--- src/rtl/sync_rx_pkg.sv ---
package sync_rx_pkg;
  localparam int REG_AW = 2;
  localparam logic [REG_AW-1:0] A_RXCTL = 2'd0;
  localparam logic [REG_AW-1:0] A_RXDAT = 2'd1;
  localparam logic [REG_AW-1:0] A_MODE  = 2'd2;
  localparam logic [REG_AW-1:0] A_IEN   = 2'd3;
endpackage

--- src/rtl/sync_edge.sv ---
module sync_edge #(
  parameter int STAGES = 2
) (
  input  logic clk,
  input  logic rst,
  input  logic sck,
  input  logic sd,
  output logic rise,
  output logic sd_s
);
  logic [STAGES-1:0] ck_chain;
  logic [STAGES-1:0] dt_chain;
  logic              ck_prev;

  always_ff @(posedge clk) begin
    if (rst) begin
      ck_chain <= '0;
      dt_chain <= '0;
      ck_prev  <= 1'b0;
    end else begin
      ck_chain <= {ck_chain[STAGES-2:0], sck};
      dt_chain <= {dt_chain[STAGES-2:0], sd};
      ck_prev  <= ck_chain[STAGES-1];
    end
  end

  assign rise = ck_chain[STAGES-1] & ~ck_prev;
  assign sd_s = dt_chain[STAGES-1];
endmodule

--- src/rtl/rx_shifter.sv ---
module rx_shifter #(
  parameter int MAX_W = 9
) (
  input  logic             clk,
  input  logic             rst,
  input  logic             en,
  input  logic             nine,
  input  logic             rise,
  input  logic             bit_in,
  output logic             done,
  output logic [MAX_W-1:0] word
);
  localparam int CNT_W = $clog2(MAX_W + 1);

  logic [CNT_W-1:0] cnt;
  logic [MAX_W-1:0] sr, sr_nx;
  logic [CNT_W-1:0] last_idx;

  assign last_idx = nine ? CNT_W'(MAX_W - 1) : CNT_W'(MAX_W - 2);

  always_comb begin
    sr_nx      = sr;
    sr_nx[cnt] = bit_in;
  end

  always_ff @(posedge clk) begin
    if (rst || !en) begin
      cnt  <= '0;
      done <= 1'b0;
      if (rst) begin
        sr   <= '0;
        word <= '0;
      end
    end else begin
      done <= 1'b0;
      if (rise) begin
        sr <= sr_nx;
        if (cnt == last_idx) begin
          word <= sr_nx;
          done <= 1'b1;
          cnt  <= '0;
        end else begin
          cnt <= cnt + 1'b1;
        end
      end
    end
  end

  a_r4_count_in_range: assert property (@(posedge clk) disable iff (rst)
    cnt <= CNT_W'(MAX_W - 1));
endmodule

--- src/rtl/sync_slave_rx.sv ---
module sync_slave_rx #(
  parameter int DATA_W      = 8,
  parameter int SYNC_STAGES = 2
) (
  input  logic                        clk,
  input  logic                        rst,
  input  logic                        sck,
  input  logic                        sdat,
  input  logic                        wr_en,
  input  logic                        rd_en,
  input  logic [sync_rx_pkg::REG_AW-1:0] addr,
  input  logic [7:0]                  wdata,
  output logic [7:0]                  rdata,
  output logic                        irq
);
  import sync_rx_pkg::*;
  localparam int MAX_W = DATA_W + 1;

  logic port_en, nine_sel, single_en, cont_en, adr_det, ovf, bit9;
  logic clk_int, md6, md5, sync_md, md2, md0;
  logic rie, rx_ready;
  logic [DATA_W-1:0] rx_data;

  logic rise, sd_s, sh_done;
  logic [MAX_W-1:0] sh_word;
  logic mode_ok, active, rd_hit, ov_evt, ctl_wr;

  assign mode_ok = port_en & sync_md & ~clk_int;
  assign active  = mode_ok & cont_en & ~ovf;
  assign rd_hit  = rd_en & (addr == A_RXDAT);
  assign ctl_wr  = wr_en & (addr == A_RXCTL);
  assign ov_evt  = sh_done & rx_ready & ~rd_hit;

  sync_edge #(.STAGES(SYNC_STAGES)) u_sync (
    .clk(clk), .rst(rst), .sck(sck), .sd(sdat), .rise(rise), .sd_s(sd_s)
  );

  rx_shifter #(.MAX_W(MAX_W)) u_shift (
    .clk(clk), .rst(rst), .en(active), .nine(nine_sel), .rise(rise),
    .bit_in(sd_s), .done(sh_done), .word(sh_word)
  );

  always_ff @(posedge clk) begin
    if (rst) begin
      {port_en, nine_sel, single_en, cont_en, adr_det} <= '0;
      ovf      <= 1'b0;
      bit9     <= 1'b0;
      {clk_int, md6, md5, sync_md, md2, md0} <= '0;
      rie      <= 1'b0;
      rx_ready <= 1'b0;
      rx_data  <= '0;
      rdata    <= '0;
      irq      <= 1'b0;
    end else begin
      if (wr_en) begin
        case (addr)
          A_RXCTL: {port_en, nine_sel, single_en, cont_en, adr_det} <= wdata[7:3];
          A_MODE:  {clk_int, md6, md5, sync_md, md2, md0} <=
                     {wdata[7:4], wdata[2], wdata[0]};
          A_IEN:   rie <= wdata[0];
          default: ;
        endcase
      end
      if (ctl_wr && !wdata[4]) ovf <= 1'b0;
      else if (ov_evt)          ovf <= 1'b1;

      if (rd_hit) rx_ready <= 1'b0;
      if (sh_done && !ov_evt) begin
        rx_data  <= sh_word[DATA_W-1:0];
        rx_ready <= 1'b1;
        if (nine_sel) bit9 <= sh_word[MAX_W-1];
      end

      irq <= rx_ready & rie;

      if (rd_en) begin
        case (addr)
          A_RXCTL: rdata <= {port_en, nine_sel, single_en, cont_en, adr_det, 1'b0, ovf, bit9};
          A_RXDAT: rdata <= 8'(rx_data);
          A_MODE:  rdata <= {clk_int, md6, md5, sync_md, 1'b0, md2, 1'b1, md0};
          default: rdata <= {6'b0, rx_ready, rie};
        endcase
      end
    end
  end

  // a newly ready word must come from a cycle where slave reception was enabled
  a_r2_word_needs_mode: assert property (@(posedge clk) disable iff (rst)
    $rose(rx_ready) |-> $past(active, 2));
  // interrupt only follows an enabled, pending word
  a_r6_irq_qualified: assert property (@(posedge clk) disable iff (rst)
    irq |-> $past(rx_ready && rie));
  // no word completes while overrun blocks reception
  a_r8_ovf_blocks: assert property (@(posedge clk) disable iff (rst)
    ovf |-> !sh_done);
  // dropping continuous receive clears overrun
  a_r9_ovf_clear: assert property (@(posedge clk) disable iff (rst)
    (ctl_wr && !wdata[4]) |=> !ovf);
endmodule

--- config.mk ---
export PLATFORM = sky130hd
export DESIGN_NAME = sync_slave_rx
export DESIGN_NICKNAME = d
export VERILOG_FILES = /design/src/rtl/sync_rx_pkg.sv /design/src/rtl/sync_edge.sv /design/src/rtl/rx_shifter.sv /design/src/rtl/sync_slave_rx.sv
export SDC_FILE = /design/constraint.sdc
export NUM_CORES = 1
export LEC_CHECK = 0
export ABC_AREA = 0
export BUFFER_PORTS_ARGS = -buffer_cell sky130_fd_sc_hd__buf_2
export CAP_MARGIN = 20
export CORE_AREA = 4 4 74 76
export DETAILED_ROUTE_END_ITERATION = 8
export DIE_AREA = 0 0 78 80
export GPL_TIMING_DRIVEN = 0
export PLACE_DENSITY_LB_ADDON = 0.25
export SLEW_MARGIN = 10
export SYNTH_ARGS = -nofsm -noshare
export SYNTH_HDL_FRONTEND = slang
export SYNTH_SLANG_ARGS = --single-unit
--- constraint.sdc ---
create_clock -name clk -period 1.65 [get_ports clk]
set_input_delay 0.0825 -clock clk [delete_from_list [all_inputs] [get_ports clk]]
set_output_delay 0.0825 -clock clk [all_outputs]
set_load 0.02 [all_outputs]
==> After elaboration in Yosys (flattened, before gate mapping) <==
Cells that the tools add are included.
{ "classes": {"n_reduce_logical": 19, "bitwise_logic": 15, "n_eq_ne": 5, "n_addsub": 1, "n_mux": 15, "magnitude_cmp": 2} }
{ "ops": {"columns": ["operator", "n"], "rows": [
  ["$mux W9", 6],
  ["$pmux W8 S3", 1],
  ["$and A1 B1 Y1", 10],
  ["$reduce_and A2 Y1", 5],
  ["$bwmux W9", 1],
  ["$mux W4", 2],
  ["$reduce_bool A2 Y1", 3],
  ["$lt A4 B5 Y1 const B", 1],
  ["$not A1 Y1", 5],
  ["$add A4 B1 Y4 const B", 1],
  ["$demux W1 S4", 1],
  ["$eq A2 B2 Y1 const B", 2],
  ["$eq A4 B4 Y1", 1],
  ["$ge A4 B1 Y1 const B", 1],
  ["$mux W1", 4],
  ["$reduce_or A2 Y1", 2],
  ["$logic_and A1 B1 Y1", 3],
  ["$logic_not A1 Y1", 3],
  ["$reduce_and A3 Y1", 1],
  ["$eq A2 B1 Y1 const B", 1],
  ["$logic_not A2 Y1", 1],
  ["$ne A2 B2 Y1 const B", 1],
  ["$logic_or A1 B1 Y1", 1]
]} }
{ "totals": {"register_bits": 60, "out_inout_bits": 9} }

==> Longest topological paths before layout <==
{ "depth": {"depth_word": 8, "ltp_mapped": 5} }

==> By module <==
From an unflattened synthesis, not the netlist that was laid out.
{ "unflattened": {"hier_cells": 245, "area_unflattened_um2": 2700.1} }
{ "modules_own_cells": {"columns": ["mod", "cells_each", "instances", "area_each_um2", "seq_area_each_um2"], "rows": [
  ["sync_slave_rx", 147, 1, 1468.9, 640.6],
  ["rx_shifter", 87, 1, 1093.5, 640.6],
  ["sync_edge", 11, 1, 137.6, 100.1]
]} }

==> Worst setup path before layout <==
Ideal clock, no wire load.
{ "synth_path": {"path_kind": "reg2reg", "start": "reg u_shift.cnt[2]", "end": "reg u_shift.word[0], enable pin", "setup_ps": 331, "t_required_ps": 1319, "slack_ps": 192, "t_arrival_ps": 1127, "path_buffers": 0, "path_stages_with_launch": 4, "path_cell_list": "dfxtp_1 > or3b_1 > o2bb2ai_1 > a21o_1"} }
{ "synth_between": {"elab_chain_len": 3} }
{ "synth_rtl": {"columns": ["item", "line_no", "rtl"], "rows": [
  ["from (decl)", "rx_shifter.sv:15", "logic [CNT_W-1:0] cnt;"],
  ["from (signal assigned)", "rx_shifter.sv:43", "cnt <= cnt + 1'b1;"],
  ["$eq A4 B4 Y1", "rx_shifter.sv:38", "if (cnt == last_idx) begin"],
  ["$reduce_bool A2 Y1 (no source line)", null, null],
  ["$reduce_and A3 Y1 (no source line)", null, null],
  ["to (signal assigned)", "rx_shifter.sv:39", "word <= sr_nx;"],
  ["to (decl)", "rx_shifter.sv:11", "output logic [MAX_W-1:0] word"]
]} }
No other way between the ends.
A chain may end at the register's enable or synchronous reset.

==> Final worst setup path <==
{ "layout_path": {"start": "reg u_shift.cnt[2]", "end": "reg u_shift.word[8], enable pin"} }
The elaborated chain is that of the path after synthesis.

==> results.txt <==
----------------------------------------------------
[Route]
  Pre-Repair DR Iteration Count ... 4
  Count of nets left with antenna violations after detail routing ... 0
  Routed vias/inst ... 5.424
  DR iter-0 viols ... between 150 and 200
  DRC viols ... 0
  Via total after detailed routing ... between 1500 and 2000
  Wire length after detailed routing ... 5.430 mm
  Average detailed-routed wire length per instance ... between 15 and 20 µm

[Timing]
  Final critical path time including I/O delays and setup ... between 1500 and 2000 ps
  Hold Violations, Final ... 0
  Worst hold slack ... 66.93 ps
  RSZ-0062 raised after global routing ... false
  Number of slew-limit violations in the final report ... 0
  Share of the clock period used by the worst path after layout ... between 90% and 100%
  Worst slew margin relative to its limit ... 68.32%
  Maximum clock skew at final layout ... 8.381 ps
  Total setup violations reported at the end of the flow ... 0
  Highest Clock Rate ... around 640 MHz
  Slew at the pin closest to its max-slew limit ... 475.3 ps

[Hold path]
  Worst Min Path Start ... rst
  Worst min path class ... input pin to flop

[Worst setup path]
  End point of the critical path ... u_shift.word[8]$_DFFE_PP_
  Reg-to-reg startpoint ... u_shift.cnt[2]$_SDFFE_PN0P_
  FF-to-FF path depth ... 3
  Worst flop-to-flop path endpoint ... u_shift.word[8]$_DFFE_PP_
  Category of the worst setup path capture point ... flop
  Worst setup slack for register-to-register paths ... 90 ps
  Crit path max fanout ... 9
  Data required time of the worst path ... 1670 ps
  Origin of the worst setup path ... u_shift.cnt[2]$_SDFFE_PN0P_
  Endpoint arrival time on the critical path ... 1590 ps
  Critical path startpoint category ... flop
  Classification of the worst setup path ... flop to flop

[Logic synthesis]
  Post-synthesis simple-gate area fraction ... about a fifth
  Cell area after synthesis ... between 2000 and 3000 µm²
  Most frequent cell after synthesis ... sky130_fd_sc_hd__dfxtp_1
  Post-synthesis instance total ... 249
  Count of unique library cells instantiated by Yosys ... 44
  Post-synthesis area per instance ... 10.87 µm²
  Area fraction in compound gates after synthesis ... a little over a tenth
  Async S/R FF share, synth ... 0%
  Top cell type's share of synthesized area ... a little under a third
  Warnings from Yosys ... 0
  Sequential cell area fraction in the yosys report ... about half
  Post-synthesis mux area share ... a little under an eighth
  Adder and majority gate portion of the synthesized area ... under 10%
  Net count after synthesis ... around 270
  Cell taking the most area after synthesis ... sky130_fd_sc_hd__dfxtp_1
  Prevailing post-synth register cell ... sky130_fd_sc_hd__dfxtp_1
  Synth top cells by count ... sky130_fd_sc_hd__dfxtp_1, sky130_fd_sc_hd__nor2_1, sky130_fd_sc_hd__mux2i_1, sky130_fd_sc_hd__edfxtp_1
  Count of state elements after synthesis ... 60
  Parity-gate share of the synthesized area counting xor and xnor cells ... 0%
  Cells taking the most area after synthesis ... sky130_fd_sc_hd__dfxtp_1, sky130_fd_sc_hd__edfxtp_1, sky130_fd_sc_hd__mux2i_1
  Count of flip-flops with a built-in enable after synthesis ... 18
  Dominant combinational cell family by area after synthesis ... simple AND/OR/NAND/NOR gates

[Place]
  Number of port buffers ... 20
  Instance count after placement with tap cells included ... 336
  Final weighted congestion in routability-driven placement ... approximately 0.85
  Sum of net half-perimeters after detailed placement ... a little under 4 mm

[Pwr]
  Seq pwr share ... about half
  Leakage power summed over all cells ... between 0.001 and 0.0015 µW
  Cell area power density ... 954.2 nW/µm²
  Logic gate share of total power ... around 6.3%
  Switch Pwr ... 673.8 µW
  Worst IR drop on VDD ... 0.0007842 V
  Share of total power in the clock network ... a little over two fifths
  Switching Fraction ... approximately 22%
  Internal power summed over all cells ... 2366 µW

[Clock tree]
  Level count of the clock H-tree ... 3
  Clk pin slew, worst setup/hold paths ... roughly 60 ps
  Number of buffers inserted by post-CTS setup repair ... 0
  Root Buffer Master ... sky130_fd_sc_hd__clkbuf_8
  Maximum clock insertion buffer count ... 2
  Clock net sink count ... 60
  Worst skew pair latency ... between 300 and 400 ps
  CTS tree ... built
  TritonCTS buffer count ... 9

[Die]
  Chip Height ... 80 µm
  Die Wd ... approximately 80 µm
  Core Rows ... 25
  Number of top-level design ports ... 25
  Floorplan core area ... 4723 µm²
  Die Footprint ... 6240 µm²
  Initial standard-cell utilization of the core ... 57.30%

[Run status]
  Outcome ... finished clean

[Cells and area]
  Layout filler cell count ... between 300 and 400
  Area grow syn2layout ... 17.71%
  Fraction of final layout cells with drive strength greater than 1 ... between 20% and 30%
  Nets ... approximately 310
  Fin cells ... 361
  Diode count ... 0

[Global routing]
  Pin count of the biggest net entering global routing ... 11
  Initial antenna violation count ... 0
  Leftover overflow at the end of global routing ... 0
  All-Layer GR Usage ... between 10% and 20%
  Vias in the first global route ... between 1500 and 2000
  Global-route wire length before repair ... about 8.9 mm

[Job]
  Max-cap viol count ... 0

----------------------------------------------------
[area by class of cell]
type / count / area (µm²) / area share (%)
plain buffers: 19 / 121.4 / 3.810
clock buffers: 13 / 181.4 / 5.695
clock inverters: 3 / 15.01 / 0.4713
inverters: 3 / 11.26 / 0.3535
multi-input cells: 167 / 1199 / 37.63
flip-flops and latches: 60 / 1384 / 43.44
well taps: 67 / 83.83 / 2.632
repair buffers: 29 / 190.2 / 5.970
[stage by stage]
step	total power [µW]	util [%]	area, µm²	setup TNS (ps)	worst slack, ps
final	3040	67.44	3186	0	85.12
after global routing	3159	67.44	3186	0	1.952
after CTS	3071	67.39	3183	0	75.02
after detailed placement	1779	61.19	2890	-1396	-155.3
after global placement	1775	61.19	2890	-1233	-137.1
after floorplan	1723	-	2706	0	191.8
[state kept, by name, summed over array words and instances, names as in the netlist, 2 cells and up]
register         cells
rx_data              8
u_sync.ck_chain      2
u_shift.cnt          4
u_shift.word         9
u_shift.sr           9
rdata                8
u_sync.dt_chain      2
[worst max-delay path, stage by stage, from the launching register on]
cell	delay, ps
sky130_fd_sc_hd__dfxtp_1	420
sky130_fd_sc_hd__or3b_1	360
sky130_fd_sc_hd__o2bb2ai_1	180
sky130_fd_sc_hd__a21o_2	290
[power groups by stage]
stage          sequential [µW]  clock, µW  combinational, µW
2_1_floorplan             1610          0                116
3_3_place_gp              1600          0                172
3_5_place_dp              1600          0                174
4_1_cts                   1570       1310                192
5_1_grt                   1570       1380                210
6_report                  1570       1280                191
[how the worst min path moves through the flow]
stage                     cells after the start                       endpoint
final                                         3              bit9$_SDFFE_PP0P_
after global routing                          3              bit9$_SDFFE_PP0P_
after CTS                                     3              bit9$_SDFFE_PP0P_
after detailed placement                      2  u_sync.dt_chain[0]$_SDFF_PP0_
after global placement                        2  u_sync.dt_chain[0]$_SDFF_PP0_
after floorplan                               1  u_sync.ck_chain[0]$_SDFF_PP0_
[timing repair]
| item | 4_1_cts | 5_1_grt |
|---|---|---|
| hold buffers | 9 | 0 |
| gates resized for setup | 2 | 2 |
| pin swaps | 0 | 0 |
| hold endpoints to repair | 12 | 0 |
| endpoints found under the setup margin | 9 | 2 |
[metal layers]
layer,track usage (%),routed length (µm),part of all wire (%)
met5,0,0,0
met2,28.42,2391,44
met1,25.61,2567,47
met3,5.305,346,6.4
met4,10.49,124,2.3
[cell families (layout without fill, tap and decap cells)]
kind of cell               after synthesis  in the layout
buffers and inverters                   22             67
muxes                                   30             30
DFF                                     60             60
AOI/OAI and AO/OA                       38             38
and+or+nand+nor                         95             95
adders and majority gates                4              4
[placed cells by master, fill, tap and decap left out, types with 2 or more instances in the layout]
cell                             n
sky130_fd_sc_hd__a211o_1         2
sky130_fd_sc_hd__a21bo_2         9
sky130_fd_sc_hd__a21oi_1        12
sky130_fd_sc_hd__a311oi_1        4
sky130_fd_sc_hd__a31oi_1         3
sky130_fd_sc_hd__buf_1           3
sky130_fd_sc_hd__buf_2          26
sky130_fd_sc_hd__buf_6           3
sky130_fd_sc_hd__clkbuf_1        7
sky130_fd_sc_hd__clkbuf_16       2
sky130_fd_sc_hd__clkbuf_8        9
sky130_fd_sc_hd__dfxtp_1        40
sky130_fd_sc_hd__dfxtp_2         2
sky130_fd_sc_hd__dlygate4sd3_1   9
sky130_fd_sc_hd__edfxtp_1       18
sky130_fd_sc_hd__ha_1            4
sky130_fd_sc_hd__inv_1           3
sky130_fd_sc_hd__mux2_2          3
sky130_fd_sc_hd__mux2i_1        26
sky130_fd_sc_hd__nand2_1        10
sky130_fd_sc_hd__nand2b_1        5
sky130_fd_sc_hd__nand3_1        12
sky130_fd_sc_hd__nand3b_1        8
sky130_fd_sc_hd__nor2_1         30
sky130_fd_sc_hd__nor2b_1         9
sky130_fd_sc_hd__nor3_1          2
sky130_fd_sc_hd__nor3b_1         5
sky130_fd_sc_hd__or2_2           3
sky130_fd_sc_hd__or3_1           2
Power figures use the tool's default switching activity.
